### config.mk
export PLATFORM = sky130hd
export DESIGN_NAME = t1_sig_framer
export DESIGN_NICKNAME = d
export VERILOG_FILES = /design/src/rtl/t1f_pkg.sv /design/src/rtl/t1f_seq.sv /design/src/rtl/t1f_hold.sv /design/src/rtl/t1f_pick.sv /design/src/rtl/t1_sig_framer.sv
export SDC_FILE = /design/constraint.sdc
export NUM_CORES = 1
export LEC_CHECK = 0
export BUFFER_PORTS_ARGS = -buffer_cell sky130_fd_sc_hd__buf_2
export CAP_MARGIN = 25
export CELL_PAD_IN_SITES_DETAIL_PLACEMENT = 1
export CELL_PAD_IN_SITES_GLOBAL_PLACEMENT = 2
export CORE_UTILIZATION = 34
export DETAILED_ROUTE_END_ITERATION = 12
export GPL_TIMING_DRIVEN = 0
export PLACE_DENSITY = 0.82
export SYNTH_ARGS = -nofsm -noshare
export SYNTH_HDL_FRONTEND = slang
export SYNTH_SLANG_ARGS = --single-unit
### constraint.sdc
create_clock -name clk -period 5.78 [get_ports clk]
set_input_delay 0.289 -clock clk [delete_from_list [all_inputs] [get_ports clk]]
set_output_delay 0.289 -clock clk [all_outputs]
set_load 0.03 [all_outputs]
### src/rtl/t1f_pkg.sv
package t1f_pkg;
    typedef enum logic [0:0] {
        ST_FBIT = 1'b0,
        ST_SLOT = 1'b1
    } pos_st_t;
endpackage

### src/rtl/t1f_seq.sv
module t1f_seq
    import t1f_pkg::*;
#(
    parameter int NCH = 24,
    parameter int SW  = 8,
    parameter int NFR = 24,
    localparam int FW = $clog2(NFR),
    localparam int CW = $clog2(NCH),
    localparam int BW = $clog2(SW)
) (
    input  logic          clk,
    input  logic          rst,
    input  logic          en,
    output pos_st_t       st,
    output logic [FW-1:0] fr,
    output logic [CW-1:0] slot,
    output logic [BW-1:0] bidx
);
    pos_st_t st_q, st_d;
    logic    slot_last, bit_last;

    assign bit_last  = (bidx == BW'(SW - 1));
    assign slot_last = (slot == CW'(NCH - 1));

    // state register
    always_ff @(posedge clk) begin
        if (rst) st_q <= ST_FBIT;
        else if (en) st_q <= st_d;
    end

    // next state
    always_comb begin
        unique case (st_q)
            ST_FBIT: st_d = ST_SLOT;
            ST_SLOT: st_d = (slot_last && bit_last) ? ST_FBIT : ST_SLOT;
            default: st_d = ST_FBIT;
        endcase
    end

    // position counters
    always_ff @(posedge clk) begin
        if (rst) begin
            fr   <= '0;
            slot <= '0;
            bidx <= '0;
        end else if (en && st_q == ST_SLOT) begin
            if (bit_last) begin
                bidx <= '0;
                if (slot_last) begin
                    slot <= '0;
                    fr   <= (fr == FW'(NFR - 1)) ? '0 : fr + 1'b1;
                end else begin
                    slot <= slot + 1'b1;
                end
            end else begin
                bidx <= bidx + 1'b1;
            end
        end
    end

    assign st = st_q;
endmodule

### src/rtl/t1f_hold.sv
module t1f_hold #(
    parameter int NCH  = 24,
    parameter int SW   = 8,
    parameter int NSIG = 4
) (
    input  logic                clk,
    input  logic                rst,
    input  logic                cap,
    input  logic [NCH*SW-1:0]   smp_i,
    input  logic [NCH*NSIG-1:0] sig_i,
    input  logic                clr_i,
    output logic [NCH*SW-1:0]   smp_q,
    output logic [NCH*NSIG-1:0] sig_q,
    output logic                clr_q
);
    always_ff @(posedge clk) begin
        if (rst) begin
            smp_q <= '0;
            sig_q <= '0;
            clr_q <= 1'b0;
        end else if (cap) begin
            smp_q <= smp_i;
            sig_q <= sig_i;
            clr_q <= clr_i;
        end
    end
endmodule

### src/rtl/t1f_pick.sv
module t1f_pick
    import t1f_pkg::*;
#(
    parameter int          NCH      = 24,
    parameter int          SW       = 8,
    parameter int          NFR      = 24,
    parameter int          ROB      = 6,
    parameter logic [23:0] FBIT_PAT = 24'h9A3C5E,
    localparam int NSIG = NFR / ROB,
    localparam int FW   = $clog2(NFR),
    localparam int CW   = $clog2(NCH),
    localparam int BW   = $clog2(SW)
) (
    input  pos_st_t             st,
    input  logic [FW-1:0]       fr,
    input  logic [CW-1:0]       slot,
    input  logic [BW-1:0]       bidx,
    input  logic [NCH*SW-1:0]   smp,
    input  logic [NCH*NSIG-1:0] sig,
    input  logic                clr,
    output logic                bit_o
);
    logic [SW-1:0] byte_v;
    logic          rob;
    int            s_i, b_i, f_i, let_i;

    always_comb begin
        s_i    = int'(slot);
        b_i    = int'(bidx);
        f_i    = int'(fr);
        let_i  = f_i / ROB;
        byte_v = smp[s_i*SW +: SW];
        rob    = !clr && (f_i % ROB == ROB - 1) && (b_i == SW - 1);
        if (st == ST_FBIT)
            bit_o = FBIT_PAT[f_i];
        else if (rob)
            bit_o = sig[s_i*NSIG + (NSIG - 1 - let_i)];
        else
            bit_o = byte_v[SW - 1 - b_i];
    end
endmodule

### src/rtl/t1_sig_framer.sv
module t1_sig_framer
    import t1f_pkg::*;
#(
    parameter int          NCH      = 24,
    parameter int          SW       = 8,
    parameter int          NFR      = 24,
    parameter int          ROB      = 6,
    parameter logic [23:0] FBIT_PAT = 24'h9A3C5E,
    localparam int NSIG = NFR / ROB,
    localparam int FW   = $clog2(NFR),
    localparam int CW   = $clog2(NCH),
    localparam int BW   = $clog2(SW)
) (
    input  logic                clk,
    input  logic                rst,
    input  logic                bit_en,
    input  logic                clear_mode,
    input  logic [NCH*SW-1:0]   smp_data,
    input  logic [NCH*NSIG-1:0] sig_nib,
    output logic                ld_take,
    output logic                ser_out,
    output logic                frm_start,
    output logic                sf_start
);
    pos_st_t             st;
    logic [FW-1:0]       fr;
    logic [CW-1:0]       slot;
    logic [BW-1:0]       bidx;
    logic [NCH*SW-1:0]   smp_q;
    logic [NCH*NSIG-1:0] sig_q;
    logic                clr_q;
    logic                nxt_bit;

    t1f_seq #(.NCH(NCH), .SW(SW), .NFR(NFR)) u_seq (
        .clk(clk), .rst(rst), .en(bit_en),
        .st(st), .fr(fr), .slot(slot), .bidx(bidx)
    );

    assign ld_take = bit_en && (st == ST_FBIT);

    t1f_hold #(.NCH(NCH), .SW(SW), .NSIG(NSIG)) u_hold (
        .clk(clk), .rst(rst), .cap(ld_take),
        .smp_i(smp_data), .sig_i(sig_nib), .clr_i(clear_mode),
        .smp_q(smp_q), .sig_q(sig_q), .clr_q(clr_q)
    );

    t1f_pick #(.NCH(NCH), .SW(SW), .NFR(NFR), .ROB(ROB), .FBIT_PAT(FBIT_PAT)) u_pick (
        .st(st), .fr(fr), .slot(slot), .bidx(bidx),
        .smp(smp_q), .sig(sig_q), .clr(clr_q), .bit_o(nxt_bit)
    );

    // output register
    always_ff @(posedge clk) begin
        if (rst) begin
            ser_out   <= 1'b0;
            frm_start <= 1'b0;
            sf_start  <= 1'b0;
        end else if (bit_en) begin
            ser_out   <= nxt_bit;
            frm_start <= (st == ST_FBIT);
            sf_start  <= (st == ST_FBIT) && (fr == '0);
        end
    end
endmodule

==> results of run 1 <==
==> path summary, 6_finish.rpt <==
check / startpoint / slack [ns] / to
max: u_seq.slot[1] / 0.80 / ser_out
min: smp_data[25] / 0.01 / u_hold.smp_q[25]
max reg2reg: u_seq.slot[1] / 0.80 / ser_out
min reg2reg: u_hold.sig_q[63] / 0.45 / u_hold.sig_q[63]
==> report_power, final <==
group / switching, uW / internal, uW / total, uW
combinational: 302 / 205 / 507
sequential: 62.8 / 2230 / 2300
clock: 881 / 1310 / 2200
total: 1250 / 3750 / 5000
==> logic make-up after synthesis <==
family                   after synthesis
AO/OA/AOI/OAI                        360
XOR/XNOR                               5
adder cells (fa/ha/maj)               17
buffers and inverters                145
flip-flops                           307
multiplexers                          99
AND/OR/NAND/NOR                      683
==> registers in the layout, summed over array words and instances, names as in the netlist, named ones only <==
name and flops:
frm_start 1, ser_out 1, sf_start 1, u_hold.clr_q 1, u_hold.sig_q 96, u_hold.smp_q 192
u_seq.bidx 3, u_seq.fr 5, u_seq.slot 5, u_seq.st 1
==> layout by cell type (no fill, tap or decap), types with 12 or more instances in the layout <==
cell type	count
a21oi_1	307
clkbuf_1	126
o21ai_0	16
dfxtp_1	307
ha_1	15
nor2_1	20
clkbuf_16	37
inv_1	12
buf_2	300
mux2i_1	26
mux4_2	60
nand2_1	605
==> what timing repair did <==
item | in CTS | in global routing
hold endpoints to repair | 3 | 0
resized for setup | 0 | 0
hold buffers | 3 | 0
==> worst register-to-register path: cells and delay by family (launching register included) <==
kind	cells	cell delay [ns]
buf+inv	4	1.99
mux	1	0.43
compound gates	1	0.10
fa+ha+maj	2	0.66
simple gates	3	0.49
xor+xnor	1	0.71
flops	1	0.46
==> metrics by stage <==
step | power, uW | hold slack [ns] | cell area (um2) | worst slack (ns) | util (%)
3_3_place_gp | 2830 | 0.4379 | 15660 | 0.7999 | 40.25
5_1_grt | 5176 | 0.01346 | 16830 | 0.5956 | 43.25
6_report | 4998 | 0.01221 | 16840 | 0.7955 | 43.27
2_1_floorplan | 2596 | 0.3845 | 13540 | 2.303 | -
4_1_cts | 5038 | 0.0003705 | 16830 | 0.8342 | 43.25
3_5_place_dp | 2849 | 0.4442 | 15680 | 0.8823 | 40.28
==> final cells by class <==
cell class	instances	area [um2]
Antenna cell	4	10.01
Buffer	132	560.5
Clock buffer	54	1070
Clock inverter	5	53.80
Fill cell	4785	22080
Inverter	13	48.80
Multi-Input combinational cell	1164	6783
Sequential cell	307	6146
Tap cell	518	648.1
Timing Repair Buffer	299	1521
==> per-layer routing <==
metal / track usage, % / routed length [um] / up-vias
met2: 41.58 / 24080 / 327
met1: 30.49 / 21330 / 6053
met4: 5.547 / 953 / 8
met5: 0 / 46 / -
li1: - / - / 6171
met3: 3.952 / 2680 / 70
==> summary.txt, run 1 <==
Worst setup path
  – Slowest stage delay, CP: between 0.8 and 0.9 ns
  – CP endpoint kind: flip-flop
  – Buf/Inv on CP: 4
  – CP dominant cell by count: buf_1
  – Crit path max fanout: 10
  – CP Class: reg2reg
  – Kind of cell adding the most delay to the critical path: buffers and inverters
  – Worst path depth: 12
  – Slowest CP cell: buf_1
  – Crit path cell chain: buf_2 > buf_1 > buf_1 > inv_1 > ha_1 > fa_1 > xnor2_1 > mux2_2 > nor4b_1 > nor3_1 > nand4_1 > a311oi_1
  – Worst setup SP type: flip-flop
  – Critical path arrival: 5.34 ns
  – Data required time of the worst path: 6.13 ns
  – Worst r2r path cells: 12

Synthesis
  – Largest area contributor in the netlist: dfxtp_1
  – Synth Instances: 1,616
  – Adder-Cell Fraction of Synth Area: between 1.5 and 2%
  – Mean cell area of the mapped netlist: 8.377 um2
  – Post-synth EDFFs: 0
  – Post-synth cell types: 56
  – Compound-Gate Fraction of Synth Area: 14.09%
  – Synthesized area: 13,540 um2
  – YS warnings: 0
  – Synth Area in XOR/XNOR: 0.3235%
  – Sequential area share after synthesis: 45.40%
  – Synth Register Bits: around 310
  – Mux contribution to synthesized area: between 10% and 20%
  – Syn_nets: 1,924
  – Simple-gate share of the synthesized area: 20.08%
  – Post-synth top flop: dfxtp_1
  – Commonest cells in the netlist: nand2_1 (605), a21oi_1 (307), dfxtp_1 (307)
  – Area share of the leading cell type in the synthesized netlist: 45.40%
  – Most common cell in the netlist: nand2_1
  – Synth area leaders: dfxtp_1 (45%), nand2_1 (17%), a21oi_1 (11%), mux4_2 (10%), clkbuf_1 (3.2%)
  – Largest family of logic cells by synthesized area: simple AND/OR/NAND/NOR gates
  – Ys async rst share: 0%

Place
  – Placed insts: 2,430
  – RePlAce Congestion: 0.8173
  – IO Port Bufs: 295
  – DP HPWL: approximately 38,000 um

Layout
  – P&R area growth vs syn: 24.40%
  – Layout cell share with drive strength beyond 1: between 20% and 30%
  – Final #Nets: 2,260
  – Final cell count without fillers: 2,496

Hold path
  – Worst min-delay path class: in2reg
  – WHS Path Cells: 3

Detailed routing
  – Routed WL: 49,090 um
  – Wire length per cell: 19.67 um
  – ANT nets after route: 0
  – Vias: 12,630
  – DR iter-0 viols: 580
  – First-pass detailed-route iteration total: 5
  – DR vias/cell: 5.060
  – Detailed-route DRC error count: 0

STA
  – Min Tclk post-route: 4.985 ns
  – Setup TNS: 0 ns
  – Worst slew margin: 30.19%
  – Worst Tran Pin Value: roughly 1.0 ns
  – Layout Skew: 0.02661 ns
  – Crit share post-route: around 86%
  – Max Clk Rate: 200.6 MHz
  – RSZ-0062 raised after global routing: false
  – Final setup fails: 0
  – Final hold violation count: 0
  – Pins Over Slew Limit: 0

Die
  – Initial Utilization: a little over a third
  – I/O Pins: 296
  – Die W: 201.5 um
  – Core area: 38,920 um2
  – Die area: roughly 41,000 um2
  – Chip height: 201.5 um
  – Row cnt: 72

GRT
  – First-pass GRT wire length: 74,940 um
  – Overflow after GRT: 0
  – Antenna violations before repair: 8
  – Total GRT Usage: between 20% and 30%
  – Number of global-route vias before repair: 13,300
  – Pin count of the biggest net entering global routing: 13

Clocking
  – Cts bufs inserted: 35
  – H-tree levels: 2
  – Clock transition at the registers of the reported paths: 0.06 ns
  – Worst-Skew Late Latency: 0.52 ns
  – Maximum root-to-sink buffer count: 3
  – CTS tree: done
  – Setup bufs post-CTS: 0
  – Root buf cell: clkbuf_16
  – CTS Sinks: slightly above 300

Power
  – Static leakage: 0.006709 uW
  – VDD IR max: between 100 and 150 uV
  – Pwr Density: 296.8 nW/um2

Run
  – Max-Cap Viols: 0

Outcome
  – Status: complete, no violations
Power figures use the tool's default switching activity.
==> run 2: changes to the inputs <==
--- a/config.mk
+++ b/config.mk
@@ -10,6 +10,7 @@
 export CELL_PAD_IN_SITES_DETAIL_PLACEMENT = 1
 export CELL_PAD_IN_SITES_GLOBAL_PLACEMENT = 2
 export CORE_UTILIZATION = 34
+export CTS_BUF_LIST = sky130_fd_sc_hd__clkbuf_16
 export DETAILED_ROUTE_END_ITERATION = 12
 export GPL_TIMING_DRIVEN = 0
 export PLACE_DENSITY = 0.82
==> run 2 against run 1 <==
Against the previous run:
- worst setup slack worse by 0.0083 ns
- clock skew is 0.00078 ns higher
- die area stayed put
- total power is 2.6% lower
- clock power is 6% lower
- flip-flop and latch count stayed put
- critical endpoint unchanged
- largest cell class unchanged
- highest routed layer unchanged
==> summary.txt, run 2 (synthesis results as in run 1) <==
Outcome
  – Status: complete, no violations

Detailed routing
  – ANT nets after route: 0
  – First-pass detailed-route iteration total: 5
  – DR vias/cell: just over 5
  – Wire length per cell: 19.64 um
  – Vias: 12,610
  – DR iter-0 viols: 627
  – Detailed-route DRC error count: 0
  – Routed WL: 48,990 um

Worst setup path
  – Worst r2r path cells: 12
  – Worst setup SP type: flip-flop
  – CP endpoint kind: flip-flop
  – Kind of cell adding the most delay to the critical path: buffers and inverters
  – Slowest stage delay, CP: 0.82 ns
  – Crit path cell chain: buf_2 > buf_1 > buf_1 > inv_1 > ha_1 > fa_1 > xnor2_1 > mux2_2 > nor4b_1 > nor3_1 > nand4_1 > a311oi_1
  – Crit path launch: u_seq.slot[1]
  – Buf/Inv on CP: 4
  – Worst path depth: 12
  – Worst R2R Setup Slack: between 0.7 and 0.8 ns
  – CP Class: reg2reg
  – Critical path arrival: 5.34 ns
  – Crit path capture: ser_out
  – Slowest CP cell: buf_1
  – Crit path max fanout: 10
  – Worst r2r dst: ser_out
  – Data required time of the worst path: 6.13 ns
  – R2r startpoint: u_seq.slot[1]
  – CP dominant cell by count: buf_1

Die
  – Core area: 38,920 um2
  – Die area: 40,620 um2
  – I/O Pins: 296
  – Chip height: 201.5 um
  – Initial Utilization: 34.79%
  – Die W: a little over 200 um
  – Row cnt: 72

Clocking
  – Clock transition at the registers of the reported paths: 0.06 ns
  – Worst-Skew Late Latency: 0.52 ns
  – Setup bufs post-CTS: 0
  – CTS tree: done
  – H-tree levels: 2
  – Root buf cell: clkbuf_16
  – Cts bufs inserted: 35
  – Maximum root-to-sink buffer count: 3
  – CTS Sinks: roughly 310

Layout
  – Layout cell share with drive strength beyond 1: 21.23%
  – P&R area growth vs syn: 23.79%
  – Final #Nets: 2,260
  – Sequential Area: 6146 um2
  – Final cell count without fillers: roughly 2,500
  – Commonest non-fill, non-tap cell in the layout: nand2_1
  – Max reg flops: 192
  – Top Registers: u_hold.smp_q: 192 flops, u_hold.sig_q: 96 flops
  – Most frequent cells in the layout: nand2_1 (605), a21oi_1 (307), dfxtp_1 (307), buf_2 (300), clkbuf_1 (117)
  – Fillers: 4,789
  – Multi-input logic area: ~6800 um2
  – Top reg by flops: u_hold.smp_q

Place
  – Placed insts: about 2,400
  – IO Port Bufs: 295
  – DP HPWL: between 30,000 and 40,000 um
  – Setup Slack @ Placement: slightly below 0.9 ns
  – RePlAce Congestion: 0.8173

STA
  – Crit share post-route: 86.38%
  – Final setup fails: 0
  – Worst slew margin: 29.84%
  – Layout Skew: 0.02739 ns
  – Final hold violation count: 0
  – RSZ-0062 raised after global routing: false
  – Final worst setup slack: slightly below 0.8 ns
  – Max Clk Rate: approximately 200 MHz
  – Worst Tran Pin Value: around 1.1 ns
  – Setup TNS: 0 ns
  – Pins Over Slew Limit: 0
  – Min Tclk post-route: 4.993 ns

Power
  – VDD IR max: 136.5 uV
  – Pwr Total: 4868 uW
  – Pwr Density: 290.5 nW/um2
  – Static leakage: 0.006701 uW

GRT
  – Number of global-route vias before repair: about 13,000
  – Total GRT Usage: a little under a quarter
  – Antenna violations before repair: 8
  – Pin count of the biggest net entering global routing: 13
  – Overflow after GRT: 0
  – First-pass GRT wire length: roughly 75,000 um

Hold path
  – Worst min-delay path class: in2reg

Run
  – Max-Cap Viols: 0
## run 2: routing by layer
metal / part of all wire, % / up-vias / track usage, %
li1: - / 6165 / -
met1: 44 / 6036 / 30.44
met2: 49 / 321 / 41.39
met3: 5.2 / 73 / 4.001
met4: 1.9 / 10 / 5.574
met5: 0.11 / - / 0
## run 2: worst min-delay path, delay by kind of cell
kind / cells / cell delay [ns]
AOI/OAI and AO/OA: 1 / 0.05
buffers and inverters: 1 / 0.09
and+or+nand+nor: 1 / 0.05
## run 2: power by group
group          internal, uW  total (uW)  switching, uW
clock network          1190        2070            874
registers              2230        2300           62.3
logic                   205         507            302
total                  3630        4870           1240
## run 2: timing repair
item,CTS,global route
endpoints found under the hold margin,3,0
resized for setup,0,0
hold buffers,3,0
setup endpoints to repair,0,0
## run 2: through the flow
| step | hold slack [ns] | cell area (um2) | util, % |
|---|---|---|---|
| 3_5_place_dp | 0.4442 | 15680 | 40.28 |
| 5_1_grt | 0.01454 | 16750 | 43.04 |
| 6_report | 0.01441 | 16760 | 43.06 |
| 4_1_cts | 0.0003251 | 16750 | 43.04 |
| 2_1_floorplan | 0.3845 | 13540 | - |
| 3_3_place_gp | 0.4379 | 15660 | 40.25 |
## run 2: cell type report
cell class                      instances  share of cell area, %
Multi-Input combinational cell       1164                  40.47
Sequential cell                       307                  36.67
Timing Repair Buffer                  299                  9.079
Clock buffer                           37                  5.525
Tap cell                              518                  3.867
Buffer                                132                  3.345
Clock inverter                         22                 0.7018
Inverter                               13                 0.2912
Antenna cell                            3                0.04480
## run 2: how the worst min path moves through the flow
| stage | endpoint | cells past startpoint | from |
|---|---|---|---|
| 3_5_place_dp | u_hold.sig_q[54] | 2 | u_hold.sig_q[54] |
| 5_1_grt | u_hold.smp_q[26] | 3 | smp_data[26] |
| 6_report | u_hold.smp_q[25] | 3 | smp_data[25] |
| 2_1_floorplan | u_seq.fr[2] | 1 | rst |
| 3_3_place_gp | u_hold.sig_q[11] | 2 | u_hold.sig_q[11] |
| 4_1_cts | u_hold.smp_q[50] | 3 | smp_data[50] |
==> run 3: changes to the inputs <==
--- a/config.mk
+++ b/config.mk
@@ -9,11 +9,11 @@
 export CAP_MARGIN = 25
 export CELL_PAD_IN_SITES_DETAIL_PLACEMENT = 1
 export CELL_PAD_IN_SITES_GLOBAL_PLACEMENT = 2
-export CORE_UTILIZATION = 34
-export CTS_BUF_LIST = sky130_fd_sc_hd__clkbuf_16
+export CORE_UTILIZATION = 33
+export CTS_BUF_LIST = sky130_fd_sc_hd__clkbuf_4
 export DETAILED_ROUTE_END_ITERATION = 12
 export GPL_TIMING_DRIVEN = 0
-export PLACE_DENSITY = 0.82
+export PLACE_DENSITY = 0.8
 export SYNTH_ARGS = -nofsm -noshare
 export SYNTH_HDL_FRONTEND = slang
 export SYNTH_SLANG_ARGS = --single-unit
==> constraint.sdc (replaced) <==
create_clock -name clk -period 4.7 [get_ports clk]
set_input_delay 0.235 -clock clk [delete_from_list [all_inputs] [get_ports clk]]
set_output_delay 0.235 -clock clk [all_outputs]
set_load 0.03 [all_outputs]
==> run 3 against run 2 <==
Against the previous run:
- highest routed layer is now met4
- first-iteration DRC count fell by 0.96%
- critical path depth unchanged
- largest cell class unchanged
- final area is 17% higher
- flip-flop and latch count stayed put
- via count rose by 14%
- global-route usage up 3.2 points
- combinational power is 64% higher
- maximum frequency is 28% higher
- critical path type unchanged
==> summary.txt, run 3 (synthesis results as in run 1) <==
Die
  – Die W: 204.5 um
  – Row cnt: 73
  – Die area: 41,840 um2
  – Initial Utilization: approximately a third
  – Chip height: between 200 and 250 um
  – Core area: 40,100 um2
  – I/O Pins: 296

Clocking
  – Worst-Skew Late Latency: 0.78 ns
  – Root buf cell: clkbuf_4
  – H-tree levels: 3
  – CTS Sinks: between 300 and 400
  – Cts bufs inserted: 86
  – CTS tree: done
  – Post-CTS Resized: 0
  – Clock transition at the registers of the reported paths: 0.07 ns
  – Maximum root-to-sink buffer count: 3

Layout
  – Final #Nets: 2,599
  – Most frequent cells in the layout: nand2_1 (605), a21oi_1 (307), dfxtp_1 (307), buf_2 (300), dlygate4sd3_1 (291)
  – Layout cell share with drive strength beyond 1: between 20% and 30%
  – Commonest non-fill, non-tap cell in the layout: nand2_1
  – Top Registers: u_hold.smp_q: 192 flops, u_hold.sig_q: 96 flops
  – Final cell count without fillers: between 2,000 and 3,000
  – Final instance area: about 20,000 um2
  – Max reg flops: 192
  – Top reg by flops: u_hold.smp_q
  – Post-layout util: about half
  – P&R area growth vs syn: 45.44%
  – Fillers: 4,849

Worst setup path
  – CP Class: reg2reg
  – Crit path max fanout: 17
  – Critical path arrival: 4.54 ns
  – CP endpoint kind: flip-flop
  – Data required time of the worst path: 5.33 ns
  – Worst setup SP type: flip-flop

Detailed routing
  – Routed WL: 56,440 um
  – DR iter-0 viols: a little over 600
  – Vias: 14,310
  – ANT nets after route: 0
  – DR vias/cell: approximately 5.0
  – Wire length per cell: a little under 20 um
  – First-pass detailed-route iteration total: 5
  – Detailed-route DRC error count: 0

Power
  – Pwr Density: 311.3 nW/um2
  – Switching share of total power: a little over a quarter
  – Sequential power share: 46.0%
  – Internal power: 4498 uW
  – Switching power: 1632 uW
  – Static leakage: 0.008002 uW
  – Clock power frac: 40.4%
  – Combinational group share of total power: roughly 14%
  – VDD IR max: 153.9 uV

Place
  – Placed insts: 2,437
  – DP HPWL: 37,200 um
  – IO Port Bufs: approximately 300
  – RePlAce Congestion: 0.8409
  – Placement Cell Area: 15,690 um2

STA
  – Min Tclk post-route: 3.910 ns
  – Final hold violation count: 0
  – Layout Skew: 0.04506 ns
  – Max Clk Rate: 255.8 MHz
  – RSZ-0062 raised after global routing: false
  – Crit share post-route: 83.19%
  – Worst Tran Pin Value: 1.079 ns
  – Pins Over Slew Limit: 0
  – Worst slew margin: between 20% and 30%
  – Final setup fails: 0

GRT
  – Number of global-route vias before repair: ~16,000
  – First-pass GRT wire length: 85,550 um
  – Total GRT Usage: between 20 and 30%
  – Antenna violations before repair: 6
  – Pin count of the biggest net entering global routing: 18
  – Overflow after GRT: 0

Outcome
  – Status: complete, no violations

Hold path
  – Worst min-delay path class: in2reg

Run
  – Max-Cap Viols: 0
==> run 3: cell types whose count changed in the layout (fill, tap and decap cells not counted), sizes merged <==
cell	previous run	this run
inv	22	13
dlygate4sd3	3	291
clkbuf	154	246
bufinv	1	2
diode	3	7
clkinv	12	11
==> run 3: final timing paths <==
path | to | startpoint | cells past startpoint | slack [ns]
worst min register to register | u_hold.sig_q[76] | u_hold.sig_q[76] | 2 | 0.45
worst max-delay path | ser_out | u_seq.slot[1] | 12 | 0.79
worst max register to register | ser_out | u_seq.slot[1] | 12 | 0.79
worst min-delay path | u_seq.fr[2] | rst | 3 | 0.22
==> run 3: power by group through the flow <==
| stage | clock, uW | sequential (uW) | combinational [uW] |
|---|---|---|---|
| floorplan | 0 | 2850 | 342 |
| global placement | 0 | 2870 | 613 |
| detailed placement | 0 | 2880 | 625 |
| CTS | 2540 | 2820 | 815 |
| global route | 2700 | 2830 | 910 |
| finish | 2470 | 2820 | 834 |
==> run 3: final cells by class <==
| class | instances | area, um2 | share of cell area [%] |
|---|---|---|---|
| repair buffers | 588 | 4412 | 22.41 |
| multi-input cells | 1164 | 6783 | 34.45 |
| flip-flops and latches | 307 | 6146 | 31.21 |
| clock buffers | 129 | 968.4 | 4.918 |
| well taps | 525 | 656.9 | 3.336 |
| clock inverters | 13 | 101.3 | 0.5147 |
| inverters | 13 | 48.80 | 0.2478 |
| diodes | 7 | 17.52 | 0.08896 |
| plain buffers | 131 | 556.8 | 2.828 |
==> run 3: routing by layer <==
layer  global-route usage [%]  part of all wire, %  vias to the layer above
met5                        0                    0                        -
met4                    11.19                  3.4                        0
met3                    6.029                  5.6                      120
met2                    47.13                   49                      419
met1                    31.64                   41                     6886
li1                         -                    -                     6889
==> run 3: critical path, stage by stage (launching register included) <==
cell and delay, ns:
dfxtp_1 0.44, buf_2 0.58, buf_1 0.67, inv_1 0.11
ha_1 0.26, fa_1 0.38, xnor2_1 0.16, buf_4 0.21
mux2_2 0.35, nor4b_1 0.28, nor3_1 0.09, nand4_1 0.13
a311oi_1 0.09
==> run 3: what timing repair did <==
item	CTS	global route
setup buffers	0	0
setup endpoints to repair	1	0
hold buffers	291	0
endpoints found under the hold margin	297	0
==> run 3: per-stage QoR <==
stage,TNS (ns),hold WS (ns),total power (uW),setup slack [ns]
2_1_floorplan,0,0.3305,3192,1.223
6_report,0,0.2185,6130,0.7901
3_3_place_gp,-0.2776,0.4378,3484,-0.2776
3_5_place_dp,-0.2975,0.4430,3502,-0.2975
5_1_grt,0,0.1715,6447,0.5526
4_1_cts,0,0.1638,6173,0.3184
